<file path="config.mk">
export PLATFORM = sky130hd
export DESIGN_NAME = cic_irq_ctrl
export DESIGN_NICKNAME = d
export VERILOG_FILES = /design/src/rtl/cic_pkg.sv /design/src/rtl/cic_pend_reg.sv /design/src/rtl/cic_irq_gen.sv /design/src/rtl/cic_irq_ctrl.sv
export SDC_FILE = /design/constraint.sdc
export NUM_CORES = 1
export LEC_CHECK = 0
export BUFFER_PORTS_ARGS = -buffer_cell sky130_fd_sc_hd__buf_2
export CAP_MARGIN = 20
export CORE_AREA = 2 2 95 97
export CTS_CLUSTER_DIAMETER = 200
export DETAILED_ROUTE_END_ITERATION = 10
export DIE_AREA = 0 0 97 99
export GPL_TIMING_DRIVEN = 0
export PLACE_DENSITY = 0.83
export SLEW_MARGIN = 25
export SYNTH_ARGS = -nofsm -noshare
export SYNTH_HDL_FRONTEND = slang
export SYNTH_SLANG_ARGS = --single-unit
</file>
<file path="constraint.sdc">
create_clock -name clk -period 1.05 [get_ports clk]
set_input_delay 0.105 -clock clk [delete_from_list [all_inputs] [get_ports clk]]
set_output_delay 0.105 -clock clk [all_outputs]
set_load 0.01 [all_outputs]
</file>
<file path="src/rtl/cic_pkg.sv">
package cic_pkg;
  localparam int DEF_CODES   = 32;
  localparam int DEF_REGIONS = 4;

  // A report counts when its kind matches the enable for that kind.
  function automatic logic cmpl_fires(input logic fin, input logic itr,
                                      input logic fin_en, input logic itr_en);
    return (fin && fin_en) || (itr && itr_en);
  endfunction
endpackage

</file>
<file path="src/rtl/cic_pend_reg.sv">
module cic_pend_reg #(
  parameter int NUM_CODES = 32,
  localparam int CODE_W = $clog2(NUM_CODES)
) (
  input  logic                 clk,
  input  logic                 rst_n,
  input  logic                 set_hit,
  input  logic [CODE_W-1:0]    set_code,
  input  logic                 clr_valid,
  input  logic [NUM_CODES-1:0] clr_mask,
  output logic [NUM_CODES-1:0] pend_q,
  output logic [NUM_CODES-1:0] set_vec,
  output logic [NUM_CODES-1:0] clr_vec
);
  function automatic logic [NUM_CODES-1:0] code_onehot(input logic [CODE_W-1:0] c);
    logic [NUM_CODES-1:0] v;
    v = '0;
    v[c] = 1'b1;
    return v;
  endfunction

  always_comb begin
    set_vec = set_hit ? code_onehot(set_code) : '0;
    clr_vec = clr_valid ? clr_mask : '0;
  end

  // Set is applied after clear so a collision leaves the bit set.
  always_ff @(posedge clk) begin
    if (!rst_n) pend_q <= '0;
    else        pend_q <= (pend_q & ~clr_vec) | set_vec;
  end
endmodule

</file>
<file path="src/rtl/cic_irq_gen.sv">
module cic_irq_gen #(
  parameter int NUM_CODES = 32
) (
  input  logic                 clk,
  input  logic                 rst_n,
  input  logic [NUM_CODES-1:0] pend,
  input  logic [NUM_CODES-1:0] gate,
  input  logic                 eval,
  output logic                 active,
  output logic                 irq
);
  logic active_q;

  assign active = |(pend & gate);

  always_ff @(posedge clk) begin
    if (!rst_n) begin
      active_q <= 1'b0;
      irq      <= 1'b0;
    end else begin
      active_q <= active;
      irq      <= active && (!active_q || eval);
    end
  end
endmodule

</file>
<file path="src/rtl/cic_irq_ctrl.sv">
module cic_irq_ctrl
  import cic_pkg::*;
#(
  parameter int NUM_CODES   = DEF_CODES,
  parameter int NUM_REGIONS = DEF_REGIONS,
  localparam int CODE_W = $clog2(NUM_CODES)
) (
  input  logic                                  clk,
  input  logic                                  rst_n,
  input  logic                                  cmpl_valid,
  input  logic [CODE_W-1:0]                     cmpl_code,
  input  logic                                  cmpl_final,
  input  logic                                  cmpl_inter,
  input  logic                                  cmpl_final_en,
  input  logic                                  cmpl_inter_en,
  input  logic [NUM_CODES-1:0]                  int_en,
  input  logic [NUM_REGIONS-1:0][NUM_CODES-1:0] rgn_mask,
  input  logic                                  clr_valid,
  input  logic [NUM_CODES-1:0]                  clr_mask,
  input  logic                                  eval_strobe,
  output logic [NUM_CODES-1:0]                  pend,
  output logic                                  gbl_irq,
  output logic [NUM_REGIONS-1:0]                rgn_irq
);
  // Named internal events, visible to the bound checker.
  logic                   cmpl_hit;
  logic [NUM_CODES-1:0]   set_vec;
  logic [NUM_CODES-1:0]   clr_vec;
  logic                   g_active;
  logic [NUM_REGIONS-1:0] r_active;

  assign cmpl_hit = cmpl_valid &&
                    cmpl_fires(cmpl_final, cmpl_inter, cmpl_final_en, cmpl_inter_en);

  cic_pend_reg #(.NUM_CODES(NUM_CODES)) u_pend (
    .clk      (clk),
    .rst_n    (rst_n),
    .set_hit  (cmpl_hit),
    .set_code (cmpl_code),
    .clr_valid(clr_valid),
    .clr_mask (clr_mask),
    .pend_q   (pend),
    .set_vec  (set_vec),
    .clr_vec  (clr_vec)
  );

  cic_irq_gen #(.NUM_CODES(NUM_CODES)) u_gbl (
    .clk   (clk),
    .rst_n (rst_n),
    .pend  (pend),
    .gate  (int_en),
    .eval  (eval_strobe),
    .active(g_active),
    .irq   (gbl_irq)
  );

  for (genvar r = 0; r < NUM_REGIONS; r++) begin : g_rgn
    logic [NUM_CODES-1:0] rgate;
    assign rgate = int_en & rgn_mask[r];
    cic_irq_gen #(.NUM_CODES(NUM_CODES)) u_rgn (
      .clk   (clk),
      .rst_n (rst_n),
      .pend  (pend),
      .gate  (rgate),
      .eval  (eval_strobe),
      .active(r_active[r]),
      .irq   (rgn_irq[r])
    );
  end
endmodule

</file>
==> metrics.txt, run 1 <==
# TYPE chip_impl_metric gauge
chip_impl_metric{name="timing_worst_slew_pin_value",unit="ns"} 0.622
chip_impl_metric{name="maxSlewViolCount",unit=""} 0
chip_impl_metric{name="cts_buffers",unit=""} 5
chip_impl_metric{name="routabilityCongestion",unit=""} 0.939
chip_impl_metric{name="fp.dieArea",unit="um^2"} 9600
chip_impl_info{name="critical_path.reg2reg.startpoint",value="u_pend.pend_q[26]"} 1
chip_impl_metric{name="die_height",unit="um"} 99
chip_impl_metric{name="detailedPlacementHpwl",unit="um"} 11500
chip_impl_metric{name="count_of_different_cell_masters_after_synthesis",unit=""} 23
chip_impl_metric{name="ys_ff_latch",unit=""} 42
chip_impl_metric{name="timing.final.hold_violations",unit=""} 0
chip_impl_info{name="critPathLaunchType",value="flop"} 1
chip_impl_metric{name="irDropWorstVdd",unit="mV"} 0.459
chip_impl_info{name="failed_checks",value="setup timing"} 1
chip_impl_metric{name="final_nets",unit=""} 839
chip_impl_metric{name="cts_max_level",unit=""} 2
chip_impl_metric{name="post_synth_fa_ha_maj_area_fraction",unit=""} 0
chip_impl_metric{name="synth-async-reset-ratio",unit=""} 0
chip_impl_info{name="hold_path_class",value="input port to flop"} 1
chip_impl_metric{name="synth_cells",unit=""} 370
chip_impl_metric{name="synth.yosys.seq_area_share",unit=""} 0.312
chip_impl_metric{name="timing.max_cap.violations",unit=""} 0
chip_impl_info{name="cts_tree",value="done"} 1
chip_impl_metric{name="synth_warnings",unit=""} 0
chip_impl_metric{name="grt_first_pass_wirelength",unit="um"} 21100
chip_impl_metric{name="multiInputGateArea",unit="um^2"} 2020
chip_impl_metric{name="period_needed",unit="ns"} 1.34
chip_impl_metric{name="cell_depth_of_the_worst_flop_to_flop_path",unit=""} 4
chip_impl_info{name="synth_top_family_by_area",value="simple AND/OR/NAND/NOR gates"} 1
chip_impl_metric{name="finalSetupViolCount",unit=""} 11
chip_impl_metric{name="core_area",unit="um^2"} 8550
chip_impl_info{name="r2r_end",value="g_rgn[2].u_rgn.active_q"} 1
chip_impl_metric{name="postRouteWirelength",unit="um"} 14200
chip_impl_metric{name="detailroute.via_count",unit=""} 4269
chip_impl_metric{name="synth_simple_gate_area_frac",unit=""} 0.490
chip_impl_metric{name="gr_util_all_layers",unit=""} 0.276
chip_impl_metric{name="slew-limit-headroom",unit=""} 0.585
chip_impl_metric{name="placement.io_buffers",unit=""} 242
chip_impl_metric{name="num_io_pins",unit=""} 243
chip_impl_metric{name="cts_hold_buffers",unit=""} 0
chip_impl_metric{name="clock-sinks",unit=""} 42
chip_impl_metric{name="initial_utilization",unit=""} 0.315
chip_impl_metric{name="drt-pass1-iter-count",unit=""} 7
chip_impl_metric{name="synth.mux.area_fraction",unit=""} 0
chip_impl_info{name="synth_top_area_cell",value="sky130_fd_sc_hd__dfxtp_1"} 1
chip_impl_metric{name="postLayoutSetupSlackWorst",unit="ns"} -0.295
chip_impl_metric{name="netlist.area_leader.share",unit=""} 0.312
chip_impl_metric{name="placed_cells",unit=""} 720
chip_impl_metric{name="layout-area-overhead-vs-synth",unit="%"} 70.7
chip_impl_info{name="critical_path_class",value="flop to flop"} 1
chip_impl_metric{name="wl_per_cell",unit="um"} 19.2
chip_impl_metric{name="ctsLongestPathBuffers",unit=""} 2
chip_impl_metric{name="syn_nets",unit=""} 576
chip_impl_info{name="netlist_top_cells_count",value="128 x sky130_fd_sc_hd__nand3_1, 44 x sky130_fd_sc_hd__a22oi_1, 42 x sky130_fd_sc_hd__dfxtp_1"} 1
chip_impl_metric{name="number_of_antenna_violations_at_the_first_check_in_global_routing",unit=""} 0
chip_impl_metric{name="synth_compound_gate_area_share",unit=""} 0.169
chip_impl_metric{name="p_total",unit="uW"} 3410
chip_impl_metric{name="antenna_cells",unit=""} 0
chip_impl_metric{name="period_share",unit=""} 1.28
chip_impl_info{name="min_from",value="clr_mask[15]"} 1
chip_impl_metric{name="row_count",unit=""} 34
chip_impl_metric{name="synth_edf_count",unit=""} 0
chip_impl_metric{name="first_global_vias",unit=""} 4013
chip_impl_info{name="worstHoldEndpoint",value="u_pend.pend_q[15]"} 1
chip_impl_info{name="run_status",value="finished, violations left"} 1
chip_impl_metric{name="fmax",unit="MHz"} 744
chip_impl_metric{name="crit_arrival",unit="ns"} 1.51
chip_impl_metric{name="power.leakage",unit="uW"} 0.00210
chip_impl_metric{name="min_delay_path_depth",unit=""} 4
chip_impl_info{name="worst_setup_path_end_kind",value="flop"} 1
chip_impl_metric{name="fraction_of_final_layout_cells_with_drive_strength_greater_than_1",unit=""} 0.539
chip_impl_info{name="area_contributors_post_synth",value="sky130_fd_sc_hd__dfxtp_1 31%, sky130_fd_sc_hd__nand3_1 24%, sky130_fd_sc_hd__a22oi_1 12%"} 1
chip_impl_metric{name="clkSlewWorstSetupHoldPaths",unit="ns"} 0.08
chip_impl_info{name="synth_ff_type",value="sky130_fd_sc_hd__dfxtp_1"} 1
chip_impl_metric{name="skew",unit="ns"} 0.0107
chip_impl_metric{name="grt-ovfl-total",unit=""} 0
chip_impl_metric{name="post_synth_instance_area",unit="um^2"} 2690
chip_impl_metric{name="dp_worst_setup_slack",unit="ns"} -0.349
chip_impl_metric{name="drt-initial-drc-count",unit=""} 309
chip_impl_metric{name="area.sequential",unit="um^2"} 921
chip_impl_metric{name="setup.reg_to_reg.worst_slack",unit="ns"} -0.29
chip_impl_metric{name="filler_cell_count",unit=""} 866
chip_impl_metric{name="highest_fanout_seen_on_the_critical_path",unit=""} 7
chip_impl_metric{name="post-route-drc-count",unit=""} 0
chip_impl_metric{name="postSynthAreaPerCell",unit="um^2"} 7.27
chip_impl_metric{name="clock_latency",unit="ns"} 0.30
chip_impl_info{name="synth_most_common_cell",value="sky130_fd_sc_hd__nand3_1"} 1
chip_impl_info{name="clock-root-buffer",value="sky130_fd_sc_hd__clkbuf_8"} 1
chip_impl_info{name="rsz0062_at_grt",value="true"} 1
chip_impl_metric{name="power.density",unit="nW/um^2"} 743
chip_impl_metric{name="drt.antenna.violating_nets",unit=""} 0
chip_impl_metric{name="grt_start_max_net_pins",unit=""} 14
chip_impl_metric{name="finalNonFillerCells",unit=""} 742
chip_impl_metric{name="average_via_count_per_standard_cell",unit=""} 5.75
chip_impl_metric{name="synth_xor_xnor_area_share",unit=""} 0
chip_impl_metric{name="data_required_time_of_the_worst_path",unit="ns"} 1.22
chip_impl_metric{name="dieWidth",unit="um"} 97
==> report_power, final <==
part	leakage (uW)	internal [uW]	total (uW)	switching [uW]
clock network	0.0000452	469	1030	560
registers	0.000360	1570	1590	19.6
logic	0.00170	367	792	425
total	0.00210	2410	3410	1000
==> how the worst max path moves through the flow <==
stage	depth (start not counted)	end	start	slack (ns)
2_1_floorplan	4	u_gbl.irq	u_pend.pend_q[4]	0.003
3_3_place_gp	4	g_rgn[1].u_rgn.irq	u_pend.pend_q[9]	-0.32
3_5_place_dp	4	g_rgn[1].u_rgn.irq	u_pend.pend_q[9]	-0.35
4_1_cts	4	g_rgn[2].u_rgn.active_q	u_pend.pend_q[26]	-0.22
5_1_grt	4	g_rgn[3].u_rgn.active_q	u_pend.pend_q[25]	-0.28
6_report	4	g_rgn[2].u_rgn.active_q	u_pend.pend_q[26]	-0.29
==> logic make-up after synthesis <==
kind of cell,Yosys count
AND/OR/NAND/NOR,253
buffers and inverters,16
AO/OA/AOI/OAI,59
flip-flops,42
==> critical path, stage by stage, from the launching register on <==
cell                      delay (ns)
sky130_fd_sc_hd__dfxtp_4        0.39
sky130_fd_sc_hd__nand3_2        0.06
sky130_fd_sc_hd__nand4_1        0.24
sky130_fd_sc_hd__nor4_4         0.41
sky130_fd_sc_hd__a21oi_1        0.11
==> sequential cells by signal (all words and copies together), names as in the netlist <==
name,cells
g_rgn.u_rgn.irq,4
u_pend.pend_q,32
u_gbl.active_q,1
u_gbl.irq,1
g_rgn.u_rgn.active_q,4
==> through the flow <==
| stage | util | hold WS (ns) | TNS (ns) | area, um^2 |
|---|---|---|---|---|
| after CTS | 0.515 | 0.0956 | -2.18 | 4410 |
| after global routing | 0.537 | 0.110 | -2.76 | 4590 |
| after global placement | 0.480 | 0.403 | -7.96 | 4110 |
| final | 0.537 | 0.0974 | -2.33 | 4590 |
| after floorplan | - | 0.270 | 0 | 2760 |
| after detailed placement | 0.480 | 0.413 | -9.08 | 4110 |
==> cells in the final DEF, fill, tap and decap left out, types with 3 or more instances in the layout <==
cell                       instances
sky130_fd_sc_hd__dfxtp_1          10
sky130_fd_sc_hd__nor2_1           34
sky130_fd_sc_hd__buf_4            16
sky130_fd_sc_hd__a221oi_2          3
sky130_fd_sc_hd__buf_6             7
sky130_fd_sc_hd__a22oi_1          42
sky130_fd_sc_hd__dfxtp_4          16
sky130_fd_sc_hd__clkbuf_8          5
sky130_fd_sc_hd__nor4_4           11
sky130_fd_sc_hd__a21oi_1           5
sky130_fd_sc_hd__nand3_1         109
sky130_fd_sc_hd__clkbuf_1          8
sky130_fd_sc_hd__nand3_2          19
sky130_fd_sc_hd__nand2_1          36
sky130_fd_sc_hd__dfxtp_2          16
sky130_fd_sc_hd__buf_2           237
sky130_fd_sc_hd__a32oi_1           4
sky130_fd_sc_hd__nand4_1          35
==> area by class of cell <==
cell class / instances / area share
Multi-Input combinational cell: 312 / 0.439
Clock buffer: 6 / 0.0158
Clock inverter: 2 / 0.00300
Timing Repair Buffer: 256 / 0.295
Inverter: 5 / 0.00463
Tap cell: 108 / 0.0294
Sequential cell: 42 / 0.200
Buffer: 11 / 0.0123
==> repair_timing <==
item / 4_1_cts / 5_1_grt
buffers inserted: 7 / 7
endpoints found under the hold margin: 0 / 0
pin swaps: 15 / 14
endpoints found under the setup margin: 27 / 25
gates resized for setup: 41 / 33
==> per-layer routing <==
layer / vias to the layer above / track usage / routed length, um
met5: - / 0 / 0
met4: 0 / 0.0769 / 283
met3: 28 / 0.0574 / 1330
met2: 272 / 0.459 / 6950
met1: 1984 / 0.363 / 5650
li1: 1985 / - / -
Note: power is estimated with default switching activity, not from simulation.
==> run 2: changes to the inputs <==
--- a/config.mk
+++ b/config.mk
@@ -7,12 +7,13 @@
 export LEC_CHECK = 0
 export BUFFER_PORTS_ARGS = -buffer_cell sky130_fd_sc_hd__buf_2
 export CAP_MARGIN = 20
-export CORE_AREA = 2 2 95 97
+export CORE_MARGIN = 4
+export CORE_UTILIZATION = 34
 export CTS_CLUSTER_DIAMETER = 200
 export DETAILED_ROUTE_END_ITERATION = 10
-export DIE_AREA = 0 0 97 99
 export GPL_TIMING_DRIVEN = 0
-export PLACE_DENSITY = 0.83
+export PLACE_DENSITY = 0.88
+export SETUP_SLACK_MARGIN = 0.05
 export SLEW_MARGIN = 25
 export SYNTH_ARGS = -nofsm -noshare
 export SYNTH_HDL_FRONTEND = slang
==> constraint.sdc (replaced) <==
create_clock -name clk -period 1.05 [get_ports clk]
set_input_delay 0.0525 -clock clk [delete_from_list [all_inputs] [get_ports clk]]
set_output_delay 0.0525 -clock clk [all_outputs]
set_load 0.01 [all_outputs]
==> run 2 against run 1 <==
Against the previous run:
- the run still ends with setup timing left
- cell count fell by 1.2%
- sequential share of layout area is essentially flat
- wire length up 5.5%
- clock power is 6% higher
- critical path type unchanged
==> metrics.txt, run 2 (same netlist as run 1, synthesis figures left out) <==
# TYPE chip_impl_metric gauge
chip_impl_info{name="run_status",value="finished, violations left"} 1
chip_impl_info{name="failed_checks",value="setup timing"} 1
chip_impl_metric{name="finalSetupViolCount",unit=""} 10
chip_impl_metric{name="power.leakage",unit="uW"} 0.00210
chip_impl_metric{name="period_needed",unit="ns"} 1.28
chip_impl_info{name="worst_setup_path_end_kind",value="flop"} 1
chip_impl_metric{name="initial_utilization",unit=""} 0.348
chip_impl_info{name="layout_commonest_cell",value="sky130_fd_sc_hd__buf_2"} 1
chip_impl_metric{name="post-route-drc-count",unit=""} 0
chip_impl_metric{name="slowest_delay",unit="ns"} 0.40
chip_impl_metric{name="cts_max_level",unit=""} 2
chip_impl_info{name="hold_path_class",value="input port to flop"} 1
chip_impl_metric{name="filler_cell_count",unit=""} 714
chip_impl_metric{name="highest_fanout_seen_on_the_critical_path",unit=""} 7
chip_impl_metric{name="min_delay_path_depth",unit=""} 4
chip_impl_info{name="min_from",value="clr_mask[13]"} 1
chip_impl_metric{name="drt-initial-drc-count",unit=""} 337
chip_impl_metric{name="postRouteWirelength",unit="um"} 15000
chip_impl_metric{name="maxSlewViolCount",unit=""} 0
chip_impl_info{name="r2r_end",value="g_rgn[2].u_rgn.active_q"} 1
chip_impl_info{name="timing.critical_path.cells",value="nand3_2 > nand4_1 > nor4_4 > a21oi_1"} 1
chip_impl_info{name="critical_path.reg2reg.startpoint",value="u_pend.pend_q[28]"} 1
chip_impl_metric{name="number_of_antenna_violations_at_the_first_check_in_global_routing",unit=""} 0
chip_impl_info{name="cts_tree",value="done"} 1
chip_impl_metric{name="clock-sinks",unit=""} 42
chip_impl_metric{name="grt_start_max_net_pins",unit=""} 14
chip_impl_metric{name="wl_per_cell",unit="um"} 20.5
chip_impl_metric{name="timing_worst_slew_pin_value",unit="ns"} 0.591
chip_impl_metric{name="clkSlewWorstSetupHoldPaths",unit="ns"} 0.08
chip_impl_metric{name="setup.reg_to_reg.worst_slack",unit="ns"} -0.23
chip_impl_metric{name="post_route_hold_slack",unit="ns"} 0.0611
chip_impl_metric{name="timing.final.hold_violations",unit=""} 0
chip_impl_metric{name="largest_register_ffs",unit=""} 32
chip_impl_metric{name="fmax",unit="MHz"} 782
chip_impl_info{name="biggest_registers_after_layout",value="u_pend.pend_q (32), g_rgn.u_rgn.active_q (4), g_rgn.u_rgn.irq (4)"} 1
chip_impl_metric{name="dieWidth",unit="um"} 97.0
chip_impl_metric{name="row_count",unit=""} 32
chip_impl_metric{name="final_core_utilization",unit=""} 0.604
chip_impl_metric{name="cts_buffers",unit=""} 5
chip_impl_metric{name="period_share",unit=""} 1.22
chip_impl_metric{name="antenna_cells",unit=""} 0
chip_impl_info{name="register_bank_with_the_most_flops",value="u_pend.pend_q"} 1
chip_impl_metric{name="crit_arrival",unit="ns"} 1.43
chip_impl_metric{name="grt-ovfl-total",unit=""} 0
chip_impl_metric{name="clock_latency",unit="ns"} 0.29
chip_impl_metric{name="die_height",unit="um"} 97.0
chip_impl_metric{name="cell_depth_of_the_worst_flop_to_flop_path",unit=""} 4
chip_impl_metric{name="cts_hold_buffers",unit=""} 0
chip_impl_metric{name="final_nets",unit=""} 836
chip_impl_info{name="clock-root-buffer",value="sky130_fd_sc_hd__clkbuf_8"} 1
chip_impl_info{name="worst_path_slowest_cell",value="sky130_fd_sc_hd__dfxtp_4"} 1
chip_impl_metric{name="layout-area-overhead-vs-synth",unit="%"} 73.4
chip_impl_metric{name="core_area",unit="um^2"} 7730
chip_impl_metric{name="gr_util_all_layers",unit=""} 0.301
chip_impl_metric{name="slew-limit-headroom",unit=""} 0.603
chip_impl_info{name="rsz0062_at_grt",value="true"} 1
chip_impl_metric{name="detailedPlacementHpwl",unit="um"} 12000
chip_impl_info{name="critical_path_class",value="flop to flop"} 1
chip_impl_info{name="critPathLaunchType",value="flop"} 1
chip_impl_metric{name="num_io_pins",unit=""} 243
chip_impl_metric{name="detailroute.via_count",unit=""} 4326
chip_impl_metric{name="power.density",unit="nW/um^2"} 745
chip_impl_metric{name="irDropWorstVdd",unit="mV"} 0.450
chip_impl_metric{name="data_required_time_of_the_worst_path",unit="ns"} 1.20
chip_impl_info{name="most_used_cells_in_the_layout_excluding_fill_and_tap_cells",value="233 x sky130_fd_sc_hd__buf_2, 103 x sky130_fd_sc_hd__nand3_1, 41 x sky130_fd_sc_hd__a22oi_1, 36 x sky130_fd_sc_hd__nand2_1, 35 x sky130_fd_sc_hd__nand4_1"} 1
chip_impl_metric{name="first_global_vias",unit=""} 4247
chip_impl_metric{name="average_via_count_per_standard_cell",unit=""} 5.90
chip_impl_info{name="worstHoldEndpoint",value="u_pend.pend_q[13]"} 1
chip_impl_metric{name="drt-pass1-iter-count",unit=""} 5
chip_impl_metric{name="ctsLongestPathBuffers",unit=""} 2
chip_impl_metric{name="timing.max_cap.violations",unit=""} 0
chip_impl_metric{name="grt_first_pass_wirelength",unit="um"} 22700
chip_impl_metric{name="fraction_of_final_layout_cells_with_drive_strength_greater_than_1",unit=""} 0.548
chip_impl_metric{name="postLayoutSetupSlackWorst",unit="ns"} -0.229
chip_impl_metric{name="fp.dieArea",unit="um^2"} 9400
chip_impl_metric{name="placement.io_buffers",unit=""} 242
chip_impl_metric{name="skew",unit="ns"} 0.00894
chip_impl_metric{name="routabilityCongestion",unit=""} 0.927
chip_impl_metric{name="drt.antenna.violating_nets",unit=""} 0
[run 2: cell type report]
cell class                 instances  area [um^2]  area share
multi-input combinational        312         2060       0.441
timing repair buffer             253         1370       0.294
sequential                        42          936       0.201
tap                              102          128      0.0274
clock buffer                       6         82.6      0.0177
buffer                            11         56.3      0.0121
inverter                           5         21.3     0.00456
clock inverter                     2         12.5     0.00268
[run 2: report_power, final]
| part | internal (uW) | switching (uW) |
|---|---|---|
| logic | 368 | 434 |
| clock network | 529 | 565 |
| registers | 1560 | 21.8 |
| total | 2450 | 1020 |
[run 2: metal layers]
metal / vias to the layer above / part of all wire / track usage
met5: - / 0 / 0
met4: 0 / 0.018 / 0.0734
met3: 32 / 0.086 / 0.0555
met2: 263 / 0.50 / 0.514
met1: 2049 / 0.40 / 0.392
li1: 1982 / - / -
[run 2: how the worst max path moves through the flow]
stage	startpoint	to	slack [ns]	cells after the start
2_1_floorplan	u_pend.pend_q[5]	g_rgn[0].u_rgn.irq	0.006	4
3_3_place_gp	u_pend.pend_q[22]	g_rgn[3].u_rgn.irq	-0.30	4
3_5_place_dp	u_pend.pend_q[22]	g_rgn[3].u_rgn.irq	-0.28	4
4_1_cts	u_pend.pend_q[6]	g_rgn[3].u_rgn.irq	-0.20	4
5_1_grt	u_pend.pend_q[31]	g_rgn[3].u_rgn.irq	-0.29	4
6_report	u_pend.pend_q[28]	g_rgn[2].u_rgn.active_q	-0.23	4
[run 2: per-stage QoR]
stage | power, uW | cells | setup TNS [ns] | setup slack, ns | area (um^2)
after floorplan | 1840 | 370 | 0 | 0.00608 | 2770
after global placement | 2390 | 714 | -5.34 | -0.297 | 4110
after detailed placement | 2410 | 714 | -6.10 | -0.278 | 4110
after CTS | 3450 | 729 | -1.56 | -0.204 | 4440
after global routing | 3640 | 733 | -2.48 | -0.294 | 4670
final | 3470 | 733 | -1.83 | -0.229 | 4670
[run 2: timing repair]
item,CTS,global route
buffers inserted,7,4
gates resized for setup,45,43
endpoints found under the setup margin,18,30
pin swaps,24,16
[run 2: worst max-delay path, delay by kind of cell (launching register included)]
kind,cells,cell delay [ns]
flops,1,0.40
compound gates,1,0.11
simple gates,3,0.63
